## config.mk

```make
export PLATFORM = sky130hd
export DESIGN_NAME = word_ldst_unit
export DESIGN_NICKNAME = d
export VERILOG_FILES = /design/src/rtl/word_ldst_pkg.sv /design/src/rtl/ldst_eaddr_gen.sv /design/src/rtl/ldst_lane_order.sv /design/src/rtl/ldst_cmd_stage.sv /design/src/rtl/ldst_load_return.sv /design/src/rtl/word_ldst_unit.sv
export SDC_FILE = /design/constraint.sdc
export NUM_CORES = 1
export LEC_CHECK = 0
export ABC_AREA = 0
export CAP_MARGIN = 20
export CORE_ASPECT_RATIO = 1.75
export CORE_MARGIN = 2
export CORE_UTILIZATION = 50
export DETAILED_ROUTE_END_ITERATION = 8
export DONT_BUFFER_PORTS = 1
export GPL_TIMING_DRIVEN = 0
export PLACE_DENSITY = 0.76
export SLEW_MARGIN = 20
export SYNTH_ARGS = -nofsm -noshare
export SYNTH_HDL_FRONTEND = slang
export SYNTH_SLANG_ARGS = --single-unit
```

## constraint.sdc

```tcl
create_clock -name clk -period 3.7 [get_ports clk]
set_clock_uncertainty 0.1 [all_clocks]
set_input_delay 0.74 -clock clk [delete_from_list [all_inputs] [get_ports clk]]
set_output_delay 0.74 -clock clk [all_outputs]
set_load 0.005 [all_outputs]
```

## src/rtl/word_ldst_pkg.sv

```systemverilog
package word_ldst_pkg;
  localparam int BYTE_W = 8;
  typedef enum logic {
    XFER_LOAD  = 1'b0,
    XFER_STORE = 1'b1
  } xfer_dir_e;
endpackage

```

## src/rtl/ldst_eaddr_gen.sv

```systemverilog
module ldst_eaddr_gen #(
  parameter int ADDR_W     = 32,
  parameter int OFF_W      = 16,
  parameter int ALIGN_BITS = 2
) (
  input  logic [ADDR_W-1:0]            base_addr,
  input  logic [OFF_W-1:0]             byte_offset,
  output logic [ADDR_W-ALIGN_BITS-1:0] word_idx,
  output logic                         misaligned
);
  localparam int EXT_W = ADDR_W - OFF_W;

  logic [ADDR_W-1:0] offset_ext;
  logic [ADDR_W-1:0] byte_addr;

  // two's-complement displacement widened with its sign bit
  assign offset_ext = {{EXT_W{byte_offset[OFF_W-1]}}, byte_offset};
  // modulo-2^ADDR_W byte address
  assign byte_addr  = base_addr + offset_ext;
  assign word_idx   = byte_addr[ADDR_W-1:ALIGN_BITS];
  // any set low bit breaks word alignment
  assign misaligned = |byte_addr[ALIGN_BITS-1:0];
endmodule

```

## src/rtl/ldst_lane_order.sv

```systemverilog
module ldst_lane_order
  import word_ldst_pkg::*;
#(
  parameter int DATA_W     = 32,
  parameter bit BIG_ENDIAN = 1'b1
) (
  input  logic [DATA_W-1:0] din,
  output logic [DATA_W-1:0] dout
);
  localparam int LANES = DATA_W / BYTE_W;

  for (genvar k = 0; k < LANES; k++) begin : g_lane
    if (BIG_ENDIAN) begin : g_rev
      assign dout[BYTE_W*k +: BYTE_W] = din[BYTE_W*(LANES-1-k) +: BYTE_W];
    end else begin : g_fwd
      assign dout[BYTE_W*k +: BYTE_W] = din[BYTE_W*k +: BYTE_W];
    end
  end
endmodule

```

## src/rtl/ldst_cmd_stage.sv

```systemverilog
module ldst_cmd_stage
  import word_ldst_pkg::*;
#(
  parameter int WIDX_W = 30,
  parameter int DATA_W = 32
) (
  input  logic              clk,
  input  logic              rst,
  input  logic              req_valid,
  input  logic              req_store,
  input  logic              misaligned,
  input  logic [WIDX_W-1:0] word_idx,
  input  logic [DATA_W-1:0] wr_lanes,
  output logic              mem_en,
  output logic              mem_we,
  output logic [WIDX_W-1:0] mem_addr,
  output logic [DATA_W-1:0] mem_wdata,
  output logic              misalign_err
);
  logic go;
  logic is_store;

  assign is_store = (xfer_dir_e'(req_store) == XFER_STORE);
  assign go       = req_valid && !misaligned;

  always_ff @(posedge clk) begin
    if (rst) begin
      mem_en       <= 1'b0;
      mem_we       <= 1'b0;
      mem_addr     <= '0;
      mem_wdata    <= '0;
      misalign_err <= 1'b0;
    end else begin
      mem_en       <= go;
      mem_we       <= go && is_store;
      misalign_err <= req_valid && misaligned;
      if (go) mem_addr <= word_idx;
      if (go && is_store) mem_wdata <= wr_lanes;
    end
  end

  // a rejected request never reaches memory
  p_err_no_mem_r4: assert property (@(posedge clk) disable iff (rst)
    misalign_err |-> (!mem_en && !mem_we))
    else $error("misaligned access reached memory");

  // error pulse only follows a request
  p_err_from_req_r4: assert property (@(posedge clk) disable iff (rst)
    misalign_err |-> $past(req_valid))
    else $error("error without request");

  // write strobe implies an access
  p_we_needs_en_r5: assert property (@(posedge clk) disable iff (rst)
    mem_we |-> mem_en)
    else $error("write without enable");

  // idle cycle leaves memory quiet
  p_idle_quiet_r8: assert property (@(posedge clk) disable iff (rst)
    !$past(req_valid) |-> (!mem_en && !misalign_err))
    else $error("activity without request");
endmodule

```

## src/rtl/ldst_load_return.sv

```systemverilog
module ldst_load_return #(
  parameter int DATA_W = 32
) (
  input  logic              clk,
  input  logic              rst,
  input  logic              cmd_en,
  input  logic              cmd_we,
  input  logic [DATA_W-1:0] rd_lanes,
  output logic              load_valid,
  output logic [DATA_W-1:0] load_word
);
  logic rd_pend;

  always_ff @(posedge clk) begin
    if (rst) begin
      rd_pend    <= 1'b0;
      load_valid <= 1'b0;
      load_word  <= '0;
    end else begin
      rd_pend    <= cmd_en && !cmd_we;
      load_valid <= rd_pend;
      if (rd_pend) load_word <= rd_lanes;
    end
  end

  // returned word only moves with a strobe
  p_hold_word_r9: assert property (@(posedge clk) disable iff (rst)
    !load_valid |-> $stable(load_word))
    else $error("load word changed without strobe");
endmodule

```

## src/rtl/word_ldst_unit.sv

```systemverilog
module word_ldst_unit #(
  parameter int ADDR_W     = 32,
  parameter int OFF_W      = 16,
  parameter int DATA_W     = 32,
  parameter bit BIG_ENDIAN = 1'b1,
  localparam int LANES      = DATA_W / 8,
  localparam int ALIGN_BITS = $clog2(LANES),
  localparam int WIDX_W     = ADDR_W - ALIGN_BITS
) (
  input  logic              clk,
  input  logic              rst,
  input  logic              req_valid,
  input  logic              req_store,
  input  logic [ADDR_W-1:0] base_addr,
  input  logic [OFF_W-1:0]  byte_offset,
  input  logic [DATA_W-1:0] store_word,
  output logic              mem_en,
  output logic              mem_we,
  output logic [WIDX_W-1:0] mem_addr,
  output logic [DATA_W-1:0] mem_wdata,
  input  logic [DATA_W-1:0] mem_rdata,
  output logic              load_valid,
  output logic [DATA_W-1:0] load_word,
  output logic              misalign_err
);
  logic [WIDX_W-1:0] word_idx;
  logic              misaligned;
  logic [DATA_W-1:0] wr_lanes;
  logic [DATA_W-1:0] rd_lanes;

  ldst_eaddr_gen #(
    .ADDR_W(ADDR_W), .OFF_W(OFF_W), .ALIGN_BITS(ALIGN_BITS)
  ) u_eaddr (
    .base_addr(base_addr), .byte_offset(byte_offset),
    .word_idx(word_idx), .misaligned(misaligned)
  );

  ldst_lane_order #(.DATA_W(DATA_W), .BIG_ENDIAN(BIG_ENDIAN)) u_wr_order (
    .din(store_word), .dout(wr_lanes)
  );

  ldst_lane_order #(.DATA_W(DATA_W), .BIG_ENDIAN(BIG_ENDIAN)) u_rd_order (
    .din(mem_rdata), .dout(rd_lanes)
  );

  ldst_cmd_stage #(.WIDX_W(WIDX_W), .DATA_W(DATA_W)) u_cmd (
    .clk(clk), .rst(rst), .req_valid(req_valid), .req_store(req_store),
    .misaligned(misaligned), .word_idx(word_idx), .wr_lanes(wr_lanes),
    .mem_en(mem_en), .mem_we(mem_we), .mem_addr(mem_addr),
    .mem_wdata(mem_wdata), .misalign_err(misalign_err)
  );

  ldst_load_return #(.DATA_W(DATA_W)) u_ret (
    .clk(clk), .rst(rst), .cmd_en(mem_en), .cmd_we(mem_we),
    .rd_lanes(rd_lanes), .load_valid(load_valid), .load_word(load_word)
  );

  // a load strobe is always two edges behind a read command
  p_load_after_read_r6: assert property (@(posedge clk) disable iff (rst)
    load_valid |-> $past(mem_en && !mem_we, 2))
    else $error("load strobe without read command");

  // error and load strobe come from different requests only
  p_no_load_on_err_r7: assert property (@(posedge clk) disable iff (rst)
    $past(misalign_err, 2) && !$past(mem_en, 2) |-> !load_valid)
    else $error("load strobe after rejected request");
endmodule

```

# Yosys cells after proc, flatten, opt, wreduce, memory -nomap -nowiden
# Index checks and enable logic that the tools add are counted.
# classes
n_addsub,1
n_reduce_logical,7
# ops
operator,n
$add 32x32->32,1
$logic_and 1x1->1,4
$logic_not 1->1,2
$reduce_or 2->1,1
# totals
output_inout_bits,98
wordCells,16
in_bits,116
ff_bits,99

# Logic depth before layout (Yosys ltp)
# Gate-level depths: netlist (run 1).
# logic_depth
depth_word,5
depth_mapped,9
ltp_nobuf,9

# Cells and area by module
# Synthesis (run 1) repeated with hierarchy kept, for this count alone.
# hier_totals
hier_cells,715
hier_area_um2,5957.0
# modules_own_cells
module,cells_each,seq_area_each_um2,instances,area_per_inst_um2
ldst_cmd_stage,279,1301.2,1,2321.0
ldst_eaddr_gen,264,0.0,1,1931.9
ldst_load_return,108,680.7,1,1223.7
ldst_lane_order,32,0.0,2,240.2

# Worst setup path before layout (run 1)
# No wires, ideal clock.
# synth_path
path_kind,input-to-reg
startpoint,input port base_addr[0]
endpoint,register u_cmd.mem_addr[26]
setup_slack_ps,404
arrival_ps,3079
setup_ps,117
path_buffers,0
stages,9
required_ps,3483
cell_sequence,ha_1 fa_1 a21o_1 a221oi_4 a221oi_2 o41ai_4 nor4_1 or4_1 a32o_1
# synth_via
elab_chain_cells,4
# synth_rtl
item,line_no,source
"start, declared",word_ldst_unit.sv:14,"input logic [ADDR_W-1:0] base_addr,"
$add 32x32->32 (*),ldst_eaddr_gen.sv:19,assign byte_addr = base_addr + offset_ext;
$reduce_or 2->1,ldst_eaddr_gen.sv:22,assign misaligned = |byte_addr[ALIGN_BITS-1:0];
$logic_not 1->1,ldst_cmd_stage.sv:24,assign go = req_valid && !misaligned;
$logic_and 1x1->1,ldst_cmd_stage.sv:24,
"end signal, assigned",ldst_cmd_stage.sv:37,if (go) mem_addr <= word_idx;
"end, declared",ldst_cmd_stage.sv:16,"output logic [WIDX_W-1:0] mem_addr,"
# Every way passes the cells marked *; elsewhere a longest branch is shown, timed or not.
# A chain may end at the register's enable or synchronous reset.

# Final worst setup path (run 1)
# Ends and elaborated chain as after synthesis.

==> results of run 1 <==
worst max-delay path, cell delays in order:
cell	delay (ps)
ha_1	200
fa_1	400
a21o_1	250
a221oi_4	340
a221oi_2	150
o41ai_4	510
nor4_1	150
or4_1	430
a32o_1	260
cells by family after synthesis:
kind of cell,Yosys count,synth area share (%)
and+or+nand+nor,219,18.8
buffers and inverters,43,3.17
DFF,99,38.9
AOI/OAI and AO/OA,169,20.8
adders and majority gates,32,8.01
xor gates and xnor gates,22,3.79
muxes,33,6.49
cells in the final DEF (no fill, tap or decap), drive strengths merged, types with 4 or more instances in the layout:
cell type / instances
nor2: 52
mux2i: 33
nand3: 7
o31ai: 4
xor2: 11
dfxtp: 99
nand2: 110
o21bai: 4
o211ai: 5
a21oi: 79
nand4: 15
xnor2: 11
ha: 31
nor4: 5
and3: 8
o21ai: 30
a21o: 15
nor3: 6
a211oi: 6
o21a: 6
clkbuf: 42
inv: 12
worst max path at each step:
stage	startpoint	endpoint	slack, ps	depth (start not counted)
after global placement	base_addr[0]	u_cmd.mem_addr[26]	130	9
after global routing	base_addr[0]	u_cmd.mem_addr[26]	320	9
after detailed placement	base_addr[0]	u_cmd.mem_addr[26]	80	9
final	base_addr[0]	u_cmd.mem_addr[26]	380	9
after floorplan	base_addr[0]	u_cmd.mem_addr[26]	400	9
after CTS	base_addr[0]	u_cmd.mem_addr[26]	450	9
area by class of cell:
cell class / instances / area [um^2] / share of cell area (%)
Tap cell: 125 / 156 / 2.82
Sequential cell: 99 / 1980 / 35.8
Inverter: 9 / 33.8 / 0.610
Clock buffer: 10 / 239 / 4.31
Buffer: 34 / 128 / 2.30
Clock inverter: 6 / 55.1 / 0.994
Multi-Input combinational cell: 475 / 2950 / 53.2
power groups by stage:
stage	Combinational, uW	Clock (uW)	Sequential (uW)
after floorplan	343	0	1160
after global placement	430	0	1170
after detailed placement	442	0	1170
after CTS	444	925	1150
after global routing	498	976	1150
final	448	904	1150
registers in the layout (all words and copies together) (netlist names):
signal              flops
u_cmd.mem_addr         30
u_cmd.mem_en            1
u_cmd.mem_wdata        32
u_cmd.mem_we            1
u_cmd.misalign_err      1
u_ret.load_valid        1
u_ret.load_word        32
u_ret.rd_pend           1
through the flow:
step	total power (uW)	worst slack, ps	area (um^2)	std cells
floorplan	1500	404	5090	617
global placement	1600	128	5250	742
detailed placement	1610	77.1	5250	742
CTS	2520	450	5540	758
global route	2620	318	5540	758
finish	2500	385	5540	758
metal layers:
| layer | share of wire, % | vias to the layer above | global-route usage, % |
|---|---|---|---|
| met5 | 0 | - | 0 |
| met3 | 8.2 | 44 | 7.54 |
| li1 | - | 2208 | - |
| met1 | 33 | 2096 | 23.5 |
| met2 | 53 | 204 | 50.0 |
| met4 | 5.2 | 0 | 15.3 |
==> impl_summary.txt, run 1 <==
----------------------------------------------------
[Run status]
  Run status ... finished, final reports clean

[Clock tree]
  Maximum buffer depth of the clock tree ... 2
  Post-CTS setup-driven buffer insertion count ... 0
  Cts-stage hold buffer count ... 0
  Root Buffer ... clkbuf_16
  Post-CTS resize count ... 0
  Skew-Pair Late Insertion Delay ... 330 ps
  Sinks on Clock Net ... 99
  CTS tree ... yes
  Clock-pin slew reported for the worst setup and hold paths after clock tree synthesis ... 70 ps
  CTS buffer count ... 9
  H-tree levels ... 3

[Timing]
  Remaining max-slew budget at the tightest pin ... 41.9%
  F_max ... 302 MHz
  Total Neg Setup Slack ... 0 ps
  Unrepaired setup endpoints after global routing ... no
  Final Critical Period ... 3320 ps
  Worst Tran Pin Value ... 863 ps
  Setup Viol. Count Final ... 0
  Share of the clock period used by the worst path ... 89.6%
  Hold WS ... 374 ps
  Pins Over Slew Limit ... 0
  Count of endpoints failing hold in the final timing report ... 0

[Yosys]
  Prevailing post-synth register cell ... dfxtp_1
  Number of enable-type register cells in the synthesized netlist ... 0
  Top-count cell post-synth ... nand2_1
  Number of synthesized register bits ... 99
  Mapped cell area ... 0.00509 mm^2
  Biggest area contributors in the synthesized netlist ... dfxtp_1, nand2_1, a21oi_1
  Count of mapped cells out of synthesis ... 617
  Unique cell type count in the Yosys netlist ... 47
  List of most frequent post-synthesis cells ... nand2_1, dfxtp_1, a21oi_1, nor2_1, mux2i_1
  Mean cell area of the mapped netlist ... 8.25 um^2
  Post-Synthesis Net Count ... 765
  Share of flip-flops with an asynchronous set or reset after synthesis ... 0%
  Post-synthesis sequential area ratio ... 38.9%
  Share of Yosys cell area claimed by the top area cell type ... 38.9%
  Area leader, netlist ... dfxtp_1
  Number of warnings issued by yosys ... 0

[Cells and area]
  Fraction of layout instances using a drive strength above 1 ... 3.63%
  ANT cells ... 0
  Final core utilization ... 55.9%
  Filler cell count in the final layout ... 917
  Net count, final ... 776
  Synthesis-to-finish area growth ... 8.85%

[Worst setup path]
  Req. time, crit path ... 3830 ps
  Terminus of the critical flop-to-flop path ... u_ret.load_word[15]
  Reg-to-reg setup timing slack ... 1930 ps
  Nature of the critical path endpoint ... register
  Crit path max fanout ... 4
  Category of the critical setup timing path ... in -> reg
  Logic depth of the worst register-to-register path ... 4
  Type of origin of the critical path ... primary input
  Worst flop-to-flop path startpoint ... u_ret.rd_pend
  Endpoint arrival time on the critical path ... 3440 ps

[Hold path]
  HP Class ... reg -> reg
  Hold path endpoint ... u_cmd.mem_wdata[24]
  Hold Crit Depth ... 2
  Launch point of the worst hold path ... u_cmd.mem_wdata[24]

[Global route]
  Global router's overall resource usage ... 26.1%
  Wire length of the first global-routing pass ... 22100 um
  Maximum number of pins on one net before global-route repair ... 19
  Initial antenna violation count ... 0
  Grt ovf ... 0
  Via count of the first global-routing pass ... 4444

[Placed design]
  IO buf count ... 0
  Post-DP HPWL ... 12000 um
  Weighted congestion at the end of routability-driven global placement ... 0.951

[Floorplan]
  DIE AREA ... 0.0110 mm^2
  Chip Width ... 80.3 um
  Boundary pin count ... 214
  # rows ... 48
  Initial cell density of the core ... 51.4%
  Area of the core ... 0.00991 mm^2
  Die Ht ... 137 um

[Drt]
  WL per Instance ... 19.7 um
  DR vias ... 4552
  Post-route DRC ... 0
  Final ANT Viol Nets ... 0
  Initial detailed-routing violation count ... 120
  Detailed Route WL ... 14900 um
  Vias per cell ... 6.01
  Count of TritonRoute iterations in the first routing pass ... 4

[Power]
  Power density relative to cell area ... 451 mW/mm^2
  Part of the total power dissipated in the clock network ... 36.2%
  Static leakage power ... 0.00207 uW
  Fraction of power consumed by combinational cells ... 17.9%
  Net switching power ... 737 uW
  Maximum ir drop on the vdd rail ... 323 uV
  Proportion of power drawn by flip-flops and latches ... 45.9%
  Internal ... 1760 uW
  Proportion of total power due to net switching ... 29.5%

[Flow run]
  Max-capacitance violation count ... 0

----------------------------------------------------
Note: power is estimated with default switching activity, not from simulation.
==> run 2: changes to the inputs <==
--- a/config.mk
+++ b/config.mk
@@ -10,10 +10,12 @@
 export CORE_ASPECT_RATIO = 1.75
 export CORE_MARGIN = 2
 export CORE_UTILIZATION = 50
+export CTS_BUF_LIST = sky130_fd_sc_hd__clkbuf_16
 export DETAILED_ROUTE_END_ITERATION = 8
 export DONT_BUFFER_PORTS = 1
 export GPL_TIMING_DRIVEN = 0
 export PLACE_DENSITY = 0.76
+export SETUP_SLACK_MARGIN = 0.3
 export SLEW_MARGIN = 20
 export SYNTH_ARGS = -nofsm -noshare
 export SYNTH_HDL_FRONTEND = slang
==> impl_summary.txt, run 2 (synthesis results as in run 1) <==
----------------------------------------------------
[Global route]
  Met2 Track Usage GR ... 50.4%
  Wire length of the first global-routing pass ... 22000 um
  GR Util met1 ... 23.5%
  Grt ovf ... 0
  Via count of the first global-routing pass ... 4422
  Maximum number of pins on one net before global-route repair ... 19
  Met3 track demand over resource in global routing ... 7.27%
  Initial antenna violation count ... 0
  Most used routing layer in global routing ... met2
  Global router's overall resource usage ... 25.9%

[Timing]
  Share of the clock period used by the worst path ... 89.6%
  F_max ... 302 MHz
  Pins Over Slew Limit ... 0
  Worst Tran Pin Value ... 874 ps
  Remaining max-slew budget at the tightest pin ... 41.2%
  Count of endpoints failing hold in the final timing report ... 0
  Total Neg Setup Slack ... 0 ps
  Final Critical Period ... 3310 ps
  Setup Viol. Count Final ... 0
  Unrepaired setup endpoints after global routing ... no

[Clock tree]
  Post-CTS resize count ... 0
  Skew-Pair Late Insertion Delay ... 330 ps
  CTS tree ... yes
  Maximum buffer depth of the clock tree ... 2
  CTS buffer count ... 9
  Cts-stage hold buffer count ... 0
  Clock-pin slew reported for the worst setup and hold paths after clock tree synthesis ... 70 ps
  Post-CTS setup-driven buffer insertion count ... 0
  Root Buffer ... clkbuf_16
  H-tree levels ... 3
  Sinks on Clock Net ... 99

[Placed design]
  IO buf count ... 0
  Post-DP HPWL ... 12000 um
  Post-place instance area ... 0.00525 mm^2
  Weighted congestion at the end of routability-driven global placement ... 0.951
  Placed cell count ... 742

[Cells and area]
  Filler cell count in the final layout ... 918
  Synthesis-to-finish area growth ... 8.65%
  ANT cells ... 0
  Leading cell type in the layout, fill and taps excluded ... nand2_1
  Area of the multi-input gates ... 0.00295 mm^2
  Number of standard cells in the layout, taps in and fillers out ... 758
  Highest-count cells in the layout ignoring fill and taps ... nand2_1, dfxtp_1, a21oi_1, nor2_1, mux2i_1
  Net count, final ... 776
  Final instance area ... 0.00553 mm^2
  Sequential cell area in the final layout ... 0.00198 mm^2
  Fraction of layout instances using a drive strength above 1 ... 3.48%
  Largest registers ranked by flip-flop count ... u_cmd.mem_wdata (32), u_ret.load_word (32), u_cmd.mem_addr (30)

[Power]
  Part of the total power dissipated in the clock network ... 35.7%
  Static leakage power ... 0.00206 uW
  Proportion of total power due to net switching ... 29.7%
  Power density relative to cell area ... 448 mW/mm^2
  Net switching power ... 737 uW
  Fraction of power consumed by combinational cells ... 18.1%
  Overall power ... 2480 uW
  Internal ... 1740 uW
  Maximum ir drop on the vdd rail ... 321 uV
  Proportion of power drawn by flip-flops and latches ... 46.3%

[Floorplan]
  Area of the core ... 0.00991 mm^2
  Die Ht ... 137 um
  Chip Width ... 80.3 um
  Initial cell density of the core ... 51.4%
  # rows ... 48
  Boundary pin count ... 214
  DIE AREA ... 0.0110 mm^2

[Worst setup path]
  Endpoint arrival time on the critical path ... 3440 ps
  Category of the critical setup timing path ... in -> reg
  Crit path max fanout ... 4
  Type of origin of the critical path ... primary input
  Reg-to-reg setup timing slack ... 1960 ps
  Req. time, crit path ... 3830 ps
  Nature of the critical path endpoint ... register

[Drt]
  WL per Instance ... 19.5 um
  DR vias ... 4562
  Detailed Route WL ... 14800 um
  Vias per cell ... 6.02
  Initial detailed-routing violation count ... 132
  Count of TritonRoute iterations in the first routing pass ... 7
  Final ANT Viol Nets ... 0
  Post-route DRC ... 0

[Flow run]
  Max-capacitance violation count ... 0

[Hold path]
  HP Class ... reg -> reg

[Run status]
  Run status ... finished, final reports clean

----------------------------------------------------
run 2: cell types whose count changed in the layout (fill, tap and decap cells not counted), sizes merged:
cell	previous run	this run
clkbuf	42	41
clkinv	3	4
run 2: layout make-up:
class | count | share of cell area, %
multi-input cells | 475 | 53.3
flip-flops and latches | 99 | 35.8
clock buffers | 9 | 4.07
well taps | 125 | 2.83
plain buffers | 34 | 2.31
clock inverters | 7 | 1.06
inverters | 9 | 0.611
run 2: worst paths after layout:
path	to	startpoint	cells after the start
max	u_cmd.mem_addr[26]	base_addr[0]	9
min reg2reg	u_cmd.mem_wdata[24]	u_cmd.mem_wdata[24]	2
min	u_cmd.mem_wdata[24]	u_cmd.mem_wdata[24]	2
max reg2reg	u_ret.load_word[13]	u_ret.rd_pend	4
run 2: stage by stage:
stage | utilization [%] | setup slack [ps] | hold slack, ps
after floorplan | - | 404 | 323
after global placement | 52.9 | 128 | 360
after detailed placement | 52.9 | 77.1 | 366
after CTS | 55.8 | 450 | 377
after global routing | 55.8 | 318 | 390
final | 55.8 | 386 | 374
run 2: worst max-delay path: stages:
cell and delay, ps:
ha_1 200, fa_1 400, a21o_1 250, a221oi_4 340, a221oi_2 150, o41ai_4 510, nor4_1 150, or4_1 430
a32o_1 260
run 2: metal layers:
metal / wire length, um / vias up
met3: 1200 / 43
met5: 0 / -
met4: 697 / 0
met2: 7950 / 211
met1: 4970 / 2095
li1: - / 2213
run 2: power groups by stage:
stage          Combinational, uW  Clock (uW)  Sequential, uW
2_1_floorplan                343           0            1160
3_3_place_gp                 430           0            1170
3_5_place_dp                 442           0            1170
4_1_cts                      444         903            1150
5_1_grt                      498         954            1150
6_report                     448         885            1150
